`src/rtl/pwm_pair_pkg.sv`:
```
package pwm_pair_pkg;
    typedef enum logic {
        M_IDLE = 1'b0,
        M_RUN  = 1'b1
    } m_state_e;

    typedef enum logic [1:0] {
        S_IDLE   = 2'd0,
        S_ARMED  = 2'd1,
        S_ACTIVE = 2'd2,
        S_DONE   = 2'd3
    } s_state_e;
endpackage

```
`src/rtl/pwm_cfg_regs.sv`:
```
module pwm_cfg_regs #(
    parameter int CNT_W = 16
) (
    input  logic             clk,
    input  logic             rst_n,
    input  logic             locked,
    input  logic             per_wr,
    input  logic [CNT_W-1:0] per_wdata,
    input  logic             duty_wr,
    input  logic [CNT_W-1:0] duty_wdata,
    input  logic             pol_wr,
    input  logic             pol_wdata,
    input  logic             ctl_wr,
    input  logic             oe_wdata,
    input  logic             obit_wdata,
    output logic [CNT_W-1:0] period_q,
    output logic [CNT_W-1:0] duty_q,
    output logic             pol_q,
    output logic             oe_q,
    output logic             obit_q
);
    always_ff @(posedge clk) begin
        if (!rst_n) begin
            period_q <= '0;
            duty_q   <= '0;
            pol_q    <= 1'b0;
            oe_q     <= 1'b0;
            obit_q   <= 1'b0;
        end else begin
            if (per_wr)  period_q <= per_wdata;
            if (duty_wr) duty_q   <= duty_wdata;
            // polarity only changes while both channels are halted
            if (pol_wr && !locked) pol_q <= pol_wdata;
            if (ctl_wr) begin
                oe_q   <= oe_wdata;
                obit_q <= obit_wdata;
            end
        end
    end
endmodule

```
`src/rtl/pwm_master_chan.sv`:
```
module pwm_master_chan
    import pwm_pair_pkg::*;
#(
    parameter int CNT_W = 16
) (
    input  logic             clk,
    input  logic             rst_n,
    input  logic             cnt_en,
    input  logic             start,
    input  logic             stop,
    input  logic [CNT_W-1:0] period_val,
    output logic [CNT_W-1:0] cnt,
    output logic             tick,
    output logic             run
);
    localparam logic [CNT_W-1:0] ONE = CNT_W'(1);

    m_state_e         state_q, state_d;
    logic [CNT_W-1:0] cnt_q, cnt_d;
    logic             tick_q, tick_d;

    always_ff @(posedge clk) begin
        if (!rst_n) begin
            state_q <= M_IDLE;
            cnt_q   <= '0;
            tick_q  <= 1'b0;
        end else begin
            state_q <= state_d;
            cnt_q   <= cnt_d;
            tick_q  <= tick_d;
        end
    end

    always_comb begin
        state_d = state_q;
        cnt_d   = cnt_q;
        tick_d  = 1'b0;
        unique case (state_q)
            M_IDLE: begin
                if (start && !stop) begin
                    state_d = M_RUN;
                    cnt_d   = period_val;
                    tick_d  = 1'b1;
                end
            end
            M_RUN: begin
                if (stop) begin
                    state_d = M_IDLE;
                end else if (start) begin
                    cnt_d  = period_val;
                    tick_d = 1'b1;
                end else if (cnt_en) begin
                    if (cnt_q == '0) begin
                        cnt_d  = period_val;
                        tick_d = 1'b1;
                    end else begin
                        cnt_d = cnt_q - ONE;
                    end
                end
            end
        endcase
    end

    assign cnt  = cnt_q;
    assign tick = tick_q;
    assign run  = (state_q == M_RUN);
endmodule

```
`src/rtl/pwm_slave_chan.sv`:
```
module pwm_slave_chan
    import pwm_pair_pkg::*;
#(
    parameter int CNT_W = 16
) (
    input  logic             clk,
    input  logic             rst_n,
    input  logic             cnt_en,
    input  logic             start,
    input  logic             stop,
    input  logic             launch,
    input  logic [CNT_W-1:0] duty_val,
    output logic [CNT_W-1:0] cnt,
    output logic             level,
    output logic             run
);
    localparam logic [CNT_W-1:0] ONE = CNT_W'(1);

    s_state_e         state_q, state_d;
    logic [CNT_W-1:0] cnt_q, cnt_d;
    logic             lvl_q, lvl_d;

    always_ff @(posedge clk) begin
        if (!rst_n) begin
            state_q <= S_IDLE;
            cnt_q   <= '0;
            lvl_q   <= 1'b0;
        end else begin
            state_q <= state_d;
            cnt_q   <= cnt_d;
            lvl_q   <= lvl_d;
        end
    end

    always_comb begin
        state_d = state_q;
        cnt_d   = cnt_q;
        lvl_d   = lvl_q;
        if (stop) begin
            state_d = S_IDLE;
        end else begin
            unique case (state_q)
                S_IDLE: begin
                    if (start) state_d = S_DONE;
                end
                S_ARMED: begin
                    if (cnt_en) begin
                        if (cnt_q == '0) begin
                            lvl_d   = 1'b0;
                            state_d = S_DONE;
                        end else begin
                            lvl_d   = 1'b1;
                            state_d = S_ACTIVE;
                        end
                    end
                end
                S_ACTIVE: begin
                    if (cnt_en) begin
                        cnt_d = cnt_q - ONE;
                        if (cnt_q <= ONE) begin
                            cnt_d   = '0;
                            lvl_d   = 1'b0;
                            state_d = S_DONE;
                        end
                    end
                end
                S_DONE: begin
                    state_d = S_DONE;
                end
            endcase
            // a period tick re-arms the one-shot from any live state
            if (launch && state_q != S_IDLE) begin
                cnt_d   = duty_val;
                state_d = S_ARMED;
            end
        end
    end

    assign cnt   = cnt_q;
    assign level = lvl_q;
    assign run   = (state_q != S_IDLE);
endmodule

```
`src/rtl/pwm_pair_timer.sv`:
```
module pwm_pair_timer #(
    parameter int CNT_W = 16
) (
    input  logic             clk,
    input  logic             rst_n,
    input  logic             cnt_en,
    input  logic             per_wr,
    input  logic [CNT_W-1:0] per_wdata,
    input  logic             duty_wr,
    input  logic [CNT_W-1:0] duty_wdata,
    input  logic             pol_wr,
    input  logic             pol_wdata,
    input  logic             ctl_wr,
    input  logic             oe_wdata,
    input  logic             obit_wdata,
    input  logic             start_trig,
    input  logic             stop_trig,
    output logic             master_irq,
    output logic [CNT_W-1:0] period_cnt,
    output logic [CNT_W-1:0] duty_cnt,
    output logic             master_run,
    output logic             slave_run,
    output logic             pwm_pin
);
    logic [CNT_W-1:0] period_q;
    logic [CNT_W-1:0] duty_q;
    logic             pol_q;
    logic             oe_q;
    logic             obit_q;
    logic             pwm_level;

    pwm_cfg_regs #(.CNT_W(CNT_W)) u_regs (
        .clk        (clk),
        .rst_n      (rst_n),
        .locked     (master_run | slave_run),
        .per_wr     (per_wr),
        .per_wdata  (per_wdata),
        .duty_wr    (duty_wr),
        .duty_wdata (duty_wdata),
        .pol_wr     (pol_wr),
        .pol_wdata  (pol_wdata),
        .ctl_wr     (ctl_wr),
        .oe_wdata   (oe_wdata),
        .obit_wdata (obit_wdata),
        .period_q   (period_q),
        .duty_q     (duty_q),
        .pol_q      (pol_q),
        .oe_q       (oe_q),
        .obit_q     (obit_q)
    );

    pwm_master_chan #(.CNT_W(CNT_W)) u_master (
        .clk        (clk),
        .rst_n      (rst_n),
        .cnt_en     (cnt_en),
        .start      (start_trig),
        .stop       (stop_trig),
        .period_val (period_q),
        .cnt        (period_cnt),
        .tick       (master_irq),
        .run        (master_run)
    );

    pwm_slave_chan #(.CNT_W(CNT_W)) u_slave (
        .clk      (clk),
        .rst_n    (rst_n),
        .cnt_en   (cnt_en),
        .start    (start_trig),
        .stop     (stop_trig),
        .launch   (master_irq),
        .duty_val (duty_q),
        .cnt      (duty_cnt),
        .level    (pwm_level),
        .run      (slave_run)
    );

    assign pwm_pin = oe_q ? (pwm_level ^ pol_q) : obit_q;
endmodule

```
`config.mk`:
```
export PLATFORM = sky130hd
export DESIGN_NAME = pwm_pair_timer
export DESIGN_NICKNAME = d
export VERILOG_FILES = /design/src/rtl/pwm_pair_pkg.sv /design/src/rtl/pwm_cfg_regs.sv /design/src/rtl/pwm_master_chan.sv /design/src/rtl/pwm_slave_chan.sv /design/src/rtl/pwm_pair_timer.sv
export SDC_FILE = /design/constraint.sdc
export NUM_CORES = 1
export LEC_CHECK = 0
export BUFFER_PORTS_ARGS = -buffer_cell sky130_fd_sc_hd__buf_2
export CAP_MARGIN = 20
export CORE_MARGIN = 3
export CORE_UTILIZATION = 30
export CTS_BUF_LIST = sky130_fd_sc_hd__clkbuf_4 sky130_fd_sc_hd__clkbuf_8
export DETAILED_ROUTE_END_ITERATION = 12
export MAX_ROUTING_LAYER = met4
export PLACE_DENSITY = 0.61
export SYNTH_ARGS = -nofsm -noshare
export SYNTH_HDL_FRONTEND = slang
export SYNTH_HIERARCHICAL = 1
export SYNTH_SLANG_ARGS = --single-unit
```
`constraint.sdc`:
```
create_clock -name clk -period 2.3 [get_ports clk]
set_input_delay 0.23 -clock clk [delete_from_list [all_inputs] [get_ports clk]]
set_output_delay 0.23 -clock clk [all_outputs]
set_load 0.05 [all_outputs]
```
==> results.md, run 1 <==
- Via count: 3803
- Inserted Clock Buffers: 9
- Top cell type's share of synthesized area: 0.365
- Post-Layout Cell Count: 710
- Critical path, cell by cell: inv_1 -> ha_1 -> or4b_2 -> o41ai_4 -> buf_4 -> nand2_1 -> a311oi_1
- Register area share after synthesis: 0.365
- R2R depth: 7
- Worst reg2reg setup slack: 0.13 ns
- Antenna diode count: 0
- TritonCTS Sinks: 72
- R2R Path End: u_master/cnt[1]$_SDFFE_PN0P_
- Area grow syn2layout: 22.7%
- Largest net degree at the start of global routing: 41
- WS Path Type: reg2reg
- Worst VDD drop: 0.000388 V
- Vias per cell: 5.36
- DR pass1 iterations: 5
- Unrepaired setup endpoints after global routing: no
- Status: finished clean
- Critical path data arrival time: 2.43 ns
- Area contributors post-synth: dfxtp_1 37%, mux2i_1 9.9%, nor2b_1 6.2%
- Initial Util: 0.310
- Antenna Violating Nets Remaining: 0
- Crit end category: flop
- Syn Std Cell Area: 0.00395 mm2
- Clk_lat worst skew: 0.36 ns
- Final hold slack: 0.120 ns
- Max-slew violations: 0
- Leak: 2.04 nW
- Chip Width: 121 um
- Startpoint types: flop
- Max Used Layer: met4
- Max incr delay on CP: 0.65 ns
- First-pass GRT wire length: 18.7 mm
- Hold Path Class: in2reg
- Fillers: 1343
- Vias in the first global route: 3714
- H-tree levels: 3
- CP top delay family: simple AND/OR/NAND/NOR gates
- Tot Pwr: 3.22 mW
- Yosys cell types: 63
- Placed insts: 694
- Syn nets: 495
- Met1 wire length: 5.07 mm
- Min Tclk post-route: 2.17 ns
- Total GRT Usage: 0.165
- DR WL/cell: 16.1 um
- Final Cycle Share: 0.942
- Asr flop ratio synth: 0
- Ys flop type: dfxtp_1
- Routability Congestion: 0.911
- Syn_area_per_cell: 8.91 um2
- Setup WS post-layout: 0.133 ns
- Place WS: 0.113 ns
- WL final: 11.4 mm
- Commonest non-fill, non-tap cell in the layout: buf_2
- Final HPWL from detailed placement: 8.31 mm
- Rows: 41
- IO Port Bufs: 79
- Setup violations, final: 0
- Util after Layout: 0.381
- Total grt overflow: 0
- FF+latch area: 0.00145 mm2
- Most frequent cells in the layout: 79 x buf_2, 66 x dfxtp_1, 39 x nor2b_1, 39 x mux2i_1, 28 x buf_4
- Reg-to-reg startpoint: u_master/cnt[0]$_SDFFE_PN0P_
- FMAX: 461 MHz
- Power Density: 666 mW/mm2
- Min-Delay Startpoint: pol_wdata
- Met2 wire length: 5.44 mm
- Crit path max fanout: 5
- CTS tree: done
- Post-synth EDFFs: 0
- Actual slew at the worst max-slew pin: 0.687 ns
- Bufs and invs on worst path: 2
- IO Pins: 80
- Critical Path RT: 2.56 ns
- Share of cells above drive strength 1: 0.266
- Clk slew on worst S/H paths: 0.08 ns
- Clock root cell: clkbuf_8
- Hold Violations, Final: 0
- Max-Cap Viols: 0
- Initial antenna violation count: 0
- Hold Path Depth: 3
- Worst Hold Path EP: u_regs/pol_q$_SDFFE_PN0P_
- Multi-input logic area: 0.00229 mm2
- Syn Inst Count: 443
- Clock skew: 0.0143 ns
- Hold-fix buffers, CTS: 0
- Slowest CP cell: or4b_2
- Synthesis Warnings: 6
- Core area: 0.0127 mm2
- Routed wl met3: 759 um
- Nets@finish: 585
- Relative slew slack: 0.542
- Post-CTS sizing: 0
- Synthesized flop and latch total: 72
- Full die area: 0.0146 mm2
- CTS Buffer Depth: 2
- Setup Buffers After CTS: 0
- Area leader, netlist: dfxtp_1
- 1st-iter DRT viols: 461
- DRC violations left: 0
- Die height: 121 um
[sequential cells by signal, indices dropped and copies added (netlist names)]
signal,count
u_regs/obit_q,1
u_regs/duty_q,16
u_regs/period_q,16
u_slave/level,1
u_master/run,1
u_slave/cnt,16
u_master/tick,1
u_master/cnt,16
u_regs/pol_q,1
u_regs/oe_q,1
u_slave/state_q,2
[layer usage]
layer	vias up	global-route usage
li1	1847	-
met1	1805	0.214
met2	140	0.261
met3	11	0.0313
met4	0	0.0517
met5	-	-
[power breakdown]
group          leakage (nW)  switching, mW  total (mW)  internal, mW
logic                  1.35          0.446       0.739         0.293
clock network         0.101          0.508        1.12         0.610
registers             0.592         0.0583        1.37          1.31
[cells by family after synthesis]
logic type               Yosys count  synth area share
buffers and inverters             43            0.0574
XOR/XNOR                           1           0.00222
AND/OR/NAND/NOR                  194             0.293
flip-flops                        72             0.365
AO/OA/AOI/OAI                     86             0.157
adder cells (fa/ha/maj)            8            0.0254
multiplexers                      39            0.0990
[Yosys cell counts (6+ instances only)]
cell type	number
or4_1	12
nor3_1	15
nand2_1	27
mux2i_1	39
a31oi_1	12
o22ai_1	6
dfxtp_1	72
clkbuf_1	17
nor2_1	12
ha_1	8
nand4_1	13
a21oi_1	15
nand2b_1	10
o21ai_0	10
nand3_1	27
nor2b_1	39
nor4_1	10
inv_1	13
[how the worst max path moves through the flow]
stage / cells past startpoint / from / end / slack (ns)
2_1_floorplan: 6 / u_master/cnt[4]$_SDFFE_PN0P_ / u_master/cnt[13]$_SDFFE_PN0P_ / -0.07
3_3_place_gp: 4 / u_master/cnt[4]$_SDFFE_PN0P_ / u_master/cnt[13]$_SDFFE_PN0P_ / 0.11
3_5_place_dp: 4 / u_master/cnt[4]$_SDFFE_PN0P_ / u_master/cnt[13]$_SDFFE_PN0P_ / 0.11
4_1_cts: 7 / u_master/cnt[0]$_SDFFE_PN0P_ / u_master/cnt[1]$_SDFFE_PN0P_ / 0.09
5_1_grt: 4 / u_master/cnt[5]$_SDFFE_PN0P_ / u_master/cnt[13]$_SDFFE_PN0P_ / 0.02
6_report: 7 / u_master/cnt[0]$_SDFFE_PN0P_ / u_master/cnt[1]$_SDFFE_PN0P_ / 0.13
[per-stage QoR]
step           setup TNS [ns]  area (um2)
5_1_grt                     0        4840
3_3_place_gp                0        4610
3_5_place_dp                0        4610
2_1_floorplan         -0.0717        3970
6_report                    0        4840
4_1_cts                     0        4830
[worst register-to-register path: stages (launching register included)]
cell,delay (ns)
dfxtp_2,0.34
inv_1,0.10
ha_1,0.16
or4b_2,0.65
o41ai_4,0.32
buf_4,0.19
nand2_1,0.05
a311oi_1,0.26
[final cells by class]
class | instances | area share
Multi-Input combinational cell | 328 | 0.474
Sequential cell | 72 | 0.300
Timing Repair Buffer | 107 | 0.125
Tap cell | 172 | 0.0445
Clock buffer | 9 | 0.0256
Clock inverter | 7 | 0.0199
Inverter | 15 | 0.0116
Note: power is estimated with default switching activity, not from simulation.
==> inputs of run 2 (changes only) <==
--- a/config.mk
+++ b/config.mk
@@ -5,6 +5,7 @@
 export SDC_FILE = /design/constraint.sdc
 export NUM_CORES = 1
 export LEC_CHECK = 0
+export ABC_AREA = 1
 export BUFFER_PORTS_ARGS = -buffer_cell sky130_fd_sc_hd__buf_2
 export CAP_MARGIN = 20
 export CORE_MARGIN = 3
@@ -12,7 +13,7 @@
 export CTS_BUF_LIST = sky130_fd_sc_hd__clkbuf_4 sky130_fd_sc_hd__clkbuf_8
 export DETAILED_ROUTE_END_ITERATION = 12
 export MAX_ROUTING_LAYER = met4
-export PLACE_DENSITY = 0.61
+export PLACE_DENSITY = 0.6
 export SYNTH_ARGS = -nofsm -noshare
 export SYNTH_HDL_FRONTEND = slang
 export SYNTH_HIERARCHICAL = 1
==> run 2 against run 1 <==
- utilization decreased by 1.5 points
- maximum frequency is 15% higher
- first-iteration DRC count fell by 65%
- synthesized area is 1.1% higher
- final area shrank 3.1%
- critical path depth grew 2
- sequential power increased by 4%
- die area is 1.0% higher
- clock-buffer cell count up 3
- worst setup slack improved by 0.28 ns
- final cell count grew 18%
- global-route usage shrank 1.5 points
==> results.md, run 2 <==
- Status: finished clean
- Antenna Violating Nets Remaining: 0
- Nets@finish: 710
- Syn Inst Count: 582
- Setup Buffers After CTS: 0
- Chip Width: 121 um
- Setup violations, final: 0
- Crit path top cell by count: inv_2
- Via count: 3859
- Leak: 2.31 nW
- Inserted Clock Buffers: 9
- Final HPWL from detailed placement: 7.81 mm
- Hold Path Class: in2reg
- Max-Cap Viols: 0
- Most frequent cells in the layout: 116 x nor2_1, 94 x nand2_1, 79 x buf_2
- Clk_lat worst skew: 0.36 ns
- Post-synth EDFFs: 0
- H-tree levels: 3
- Top cell type's share of synthesized area: 0.361
- DRC violations left: 0
- Ys flop type: dfxtp_1
- WL final: 10.3 mm
- Area grow syn2layout: 17.6%
- Die height: 121 um
- Commonest non-fill, non-tap cell in the layout: nor2_1
- IO Pins: 80
- Yosys cell types: 36
- Clk slew on worst S/H paths: 0.08 ns
- DR pass1 iterations: 4
- Actual slew at the worst max-slew pin: 0.400 ns
- Setup TNS: 0 ns
- Sw power: 1.28 mW
- FMAX: 531 MHz
- Antenna diode count: 0
- Syn nets: 634
- Critical path data arrival time: 2.13 ns
- Post-CTS sizing: 0
- Final Cycle Share: 0.819
- Min Tclk post-route: 1.88 ns
- Full die area: 0.0147 mm2
- CTS Buffer Depth: 2
- Int Pwr: 2.16 mW
- Routability Congestion: 0.836
- CTS tree: done
- Crit path max fanout: 19
- Total grt overflow: 0
- Vias in the first global route: 3533
- 1st-iter DRT viols: 160
- Slowest CP cell: o21ai_4
- Initial Util: 0.311
- Vias per cell: 4.62
- Max-slew violations: 0
- Register area share after synthesis: 0.361
- Unrepaired setup endpoints after global routing: no
- DR WL/cell: 12.4 um
- Share of cells above drive strength 1: 0.228
- Hold-fix buffers, CTS: 0
- IO Port Bufs: 79
- Hold Violations, Final: 0
- Total GRT Usage: 0.150
- Initial antenna violation count: 0
- Switching Share: 0.373
- Fillers: 1467
- Largest net degree at the start of global routing: 34
- Startpoint types: flop
- Relative slew slack: 0.733
- Clock share of power: 0.282
- Seq pwr share: 0.413
- Commonest cells post-synth: 116 x nor2_1, 94 x nand2_1, 72 x dfxtp_1
- Max incr delay on CP: 0.38 ns
- Clock skew: 0.00799 ns
- Combinational fraction of design power: 0.305
- Synthesized flop and latch total: 72
- Asr flop ratio synth: 0
- Core area: 0.0128 mm2
- First-pass GRT wire length: 17.1 mm
- Rows: 41
- Synthesis Warnings: 6
- Critical Path RT: 2.54 ns
- Clock root cell: clkbuf_8
- Syn_area_per_cell: 6.85 um2
- Area contributors post-synth: dfxtp_1 36%, nor2_1 11%, nand2_1 8.8%
- Syn Std Cell Area: 0.00399 mm2
- WS Path Type: reg2reg
- Critical path, cell by cell: inv_2 -> ha_1 -> inv_2 -> nand2_2 -> inv_2 -> o21ai_4 -> inv_2 -> o21ai_0 -> a21oi_2
- Crit end category: flop
- R2R depth: 9
- Most common cell in the netlist: nor2_1
- Hold Path Depth: 3
- Power Density: 733 mW/mm2
- Post-Layout Cell Count: 835
- Worst VDD drop: 0.000502 V
- TritonCTS Sinks: 72
- Placed insts: 819
- Area leader, netlist: dfxtp_1
-- run 2: layout make-up --
| type | count | area (um2) | area share |
|---|---|---|---|
| repair buffers | 82 | 430 | 0.0918 |
| multi-input cells | 431 | 2180 | 0.464 |
| clock buffers | 12 | 165 | 0.0352 |
| well taps | 172 | 215 | 0.0459 |
| clock inverters | 4 | 27.5 | 0.00587 |
| flip-flops and latches | 72 | 1440 | 0.307 |
| inverters | 62 | 233 | 0.0496 |
-- run 2: metrics by stage --
stage	util	setup WS (ns)	total power, mW	area (um2)	hold WS [ns]
6_report	0.366	0.416	3.44	4690	0.0879
5_1_grt	0.366	0.234	3.68	4690	0.0714
4_1_cts	0.366	0.427	3.48	4690	0.0661
3_5_place_dp	0.351	0.427	2.50	4500	0.458
3_3_place_gp	0.351	0.497	2.50	4500	0.454
2_1_floorplan	-	0.322	2.28	3990	0.308
-- run 2: cell families (layout without fill, tap and decap cells) --
family                     after synthesis  in the layout  synth area share
AOI/OAI and AO/OA                      133            133             0.186
xor gates and xnor gates                16             16            0.0351
and+or+nand+nor                        274            274             0.300
buffers and inverters                   79            160            0.0922
DFF                                     72             72             0.361
adders and majority gates                8              8            0.0251
-- run 2: worst max-delay path: cells and delay by family (launching register included) --
kind	cells	cell delay [ns]
AO/OA/AOI/OAI	3	0.67
buffers and inverters	4	0.52
flip-flops	1	0.34
adder cells (fa/ha/maj)	1	0.15
AND/OR/NAND/NOR	1	0.08
-- run 2: power by group through the flow --
stage	Clock, mW	Sequential [mW]	Combinational (mW)
after floorplan	0	1.56	0.724
after global placement	0	1.45	1.05
after detailed placement	0	1.45	1.05
after CTS	1.01	1.42	1.05
after global routing	1.06	1.43	1.18
final	0.971	1.42	1.05
-- run 2: worst paths after layout --
| kind | slack (ns) | endpoint | startpoint |
|---|---|---|---|
| worst max register to register | 0.42 | u_slave/cnt[5]$_SDFFE_PN0P_ | u_slave/state_q[0]$_SDFFE_PP0P_ |
| worst min register to register | 0.49 | u_slave/level$_SDFFE_PN0P_ | u_slave/level$_SDFFE_PN0P_ |
| worst max-delay path | 0.42 | u_slave/cnt[5]$_SDFFE_PN0P_ | u_slave/state_q[0]$_SDFFE_PP0P_ |
| worst min-delay path | 0.09 | u_regs/duty_q[13]$_SDFFE_PN0P_ | duty_wdata[13] |
-- run 2: metal layers --
metal	up-vias	global-route usage	part of all wire
met5	-	-	0
met3	6	0.0443	0.065
met4	0	0.0420	0.011
li1	2018	-	-
met1	1745	0.189	0.47
met2	90	0.234	0.45
==> inputs of run 3 (changes only) <==
==> constraint.sdc (replaced) <==
create_clock -name clk -period 1.6 [get_ports clk]
set_input_delay 0.16 -clock clk [delete_from_list [all_inputs] [get_ports clk]]
set_output_delay 0.16 -clock clk [all_outputs]
set_load 0.05 [all_outputs]
==> run 3 against run 2 <==
- sequential power grew 42%
- wire length grew 2.7%
- die area is the same
- worst hold slack lost 0.069 ns
- clock power grew 73%
- non-clock buffer count grew 29
- sequential share of layout area shrank 2.6 points
- via count grew 4.4%
- highest routed layer unchanged
==> results.md, run 3 (synthesis results as in run 2) <==
- DR pass1 iterations: 5
- Clock skew: 0.00771 ns
- Clk_lat worst skew: 0.36 ns
- H-tree levels: 3
- R2R Path End: u_master/cnt[13]$_SDFFE_PN0P_
- WS Path Type: reg2reg
- Commonest non-fill, non-tap cell in the layout: nor2_1
- Max-slew violations: 0
- DRC violations left: 0
- Rows: 41
- Nets@finish: 740
- Setup violations, final: 0
- 1st-iter DRT viols: 250
- Relative slew slack: 0.701
- FMAX: 643 MHz
- Leak: 2.53 nW
- Util after Layout: 0.404
- R2R depth: 9
- Die height: 121 um
- Worst reg2reg setup slack: 0.04 ns
- Most frequent cells in the layout: 111 x nor2_1, 83 x nand2_1, 79 x buf_2
- Vias in the first global route: 3612
- TritonCTS Sinks: 72
- Hold Path Class: in2reg
- IO Pins: 80
- Place WS: 0.0232 ns
- Share of cells above drive strength 1: 0.313
- Max-Cap Viols: 0
- Inserted Clock Buffers: 9
- DR WL/cell: 12.3 um
- Antenna Violating Nets Remaining: 0
- Setup TNS: 0 ns
- CTS tree: done
- Full die area: 0.0147 mm2
- Total grt overflow: 0
- First-pass GRT wire length: 17.3 mm
- Critical path data arrival time: 1.79 ns
- Worst setup path start: u_master/cnt[15]$_SDFFE_PN0P_
- Total GRT Usage: 0.149
- Status: finished clean
- Clk slew on worst S/H paths: 0.08 ns
- Chip Width: 121 um
- Antenna diode count: 0
- WL final: 10.6 mm
- CTS Buffer Depth: 2
- Vias per cell: 4.66
- Final HPWL from detailed placement: 7.63 mm
- Setup WS post-layout: 0.0443 ns
- Largest net degree at the start of global routing: 30
- Critical Path RT: 1.84 ns
- Initial antenna violation count: 0
- IO Port Bufs: 79
- Via count: 4029
- Power Density: 1060 mW/mm2
- Hold Violations, Final: 0
- Startpoint types: flop
- Placed insts: 837
- Core area: 0.0128 mm2
- Final Cycle Share: 0.972
- Crit path max fanout: 7
- Crit end category: flop
- CP endpoint: u_master/cnt[13]$_SDFFE_PN0P_
- Initial Util: 0.311
- Unrepaired setup endpoints after global routing: yes
- Actual slew at the worst max-slew pin: 0.447 ns
- Worst VDD drop: 0.000569 V
- Clock root cell: clkbuf_8
- Area grow syn2layout: 30.1%
- Routability Congestion: 0.854
- Min Tclk post-route: 1.56 ns
- Post-Layout Cell Count: 865
- Reg-to-reg startpoint: u_master/cnt[15]$_SDFFE_PN0P_
[run 3: through the flow]
step / area (um2) / hold slack [ns] / total power [mW]
finish: 5190 / 0.0194 / 5.49
global route: 5190 / 0.0121 / 5.83
CTS: 4960 / 0.00103 / 5.40
detailed placement: 4690 / 0.388 / 3.67
global placement: 4690 / 0.385 / 3.68
floorplan: 4010 / 0.238 / 3.28
[run 3: how the worst min path moves through the flow]
| stage | start | to | cells after the start |
|---|---|---|---|
| after floorplan | stop_trig | u_master/run$_SDFF_PN0_ | 1 |
| after global placement | duty_wdata[10] | u_regs/duty_q[10]$_SDFFE_PN0P_ | 3 |
| after detailed placement | duty_wdata[5] | u_regs/duty_q[5]$_SDFFE_PN0P_ | 3 |
| after CTS | per_wdata[1] | u_regs/period_q[1]$_SDFFE_PN0P_ | 3 |
| after global routing | duty_wdata[11] | u_regs/duty_q[11]$_SDFFE_PN0P_ | 3 |
| final | per_wdata[1] | u_regs/period_q[1]$_SDFFE_PN0P_ | 3 |
[run 3: power by group]
group	internal [mW]	switching (mW)	leakage (nW)
sequential	1.92	0.108	0.597
clock	0.997	0.687	0.120
combinational	0.668	1.11	1.81
total	3.58	1.91	2.53
[run 3: area by class of cell]
class	instances	area, um2
Clock inverter	3	65.1
Tap cell	172	215
Multi-Input combinational cell	432	2300
Sequential cell	72	1460
Timing Repair Buffer	111	734
Clock buffer	13	166
Fill cell	1372	7640
Inverter	62	245
[run 3: worst max-delay path: stages (launching register included)]
cell     delay (ns)
dfxtp_1        0.35
nor2_1         0.24
nand3_2        0.12
nor2_2         0.15
nand2_2        0.09
nand2_4        0.14
buf_12         0.15
nand2_2        0.04
o21ai_1        0.07
a21oi_1        0.07
[run 3: what timing repair did]
item	in CTS	in global routing
hold buffers	4	0
setup endpoints to repair	0	33
gates resized for setup	0	50
endpoints found under the hold margin	4	0
buffers inserted	0	5
[run 3: metal layers]
metal | part of all wire | track usage | vias up
li1 | - | - | 2076
met4 | 0.016 | 0.0462 | 0
met2 | 0.44 | 0.223 | 116
met1 | 0.48 | 0.199 | 1819
met3 | 0.066 | 0.0387 | 18
met5 | 0 | - | -
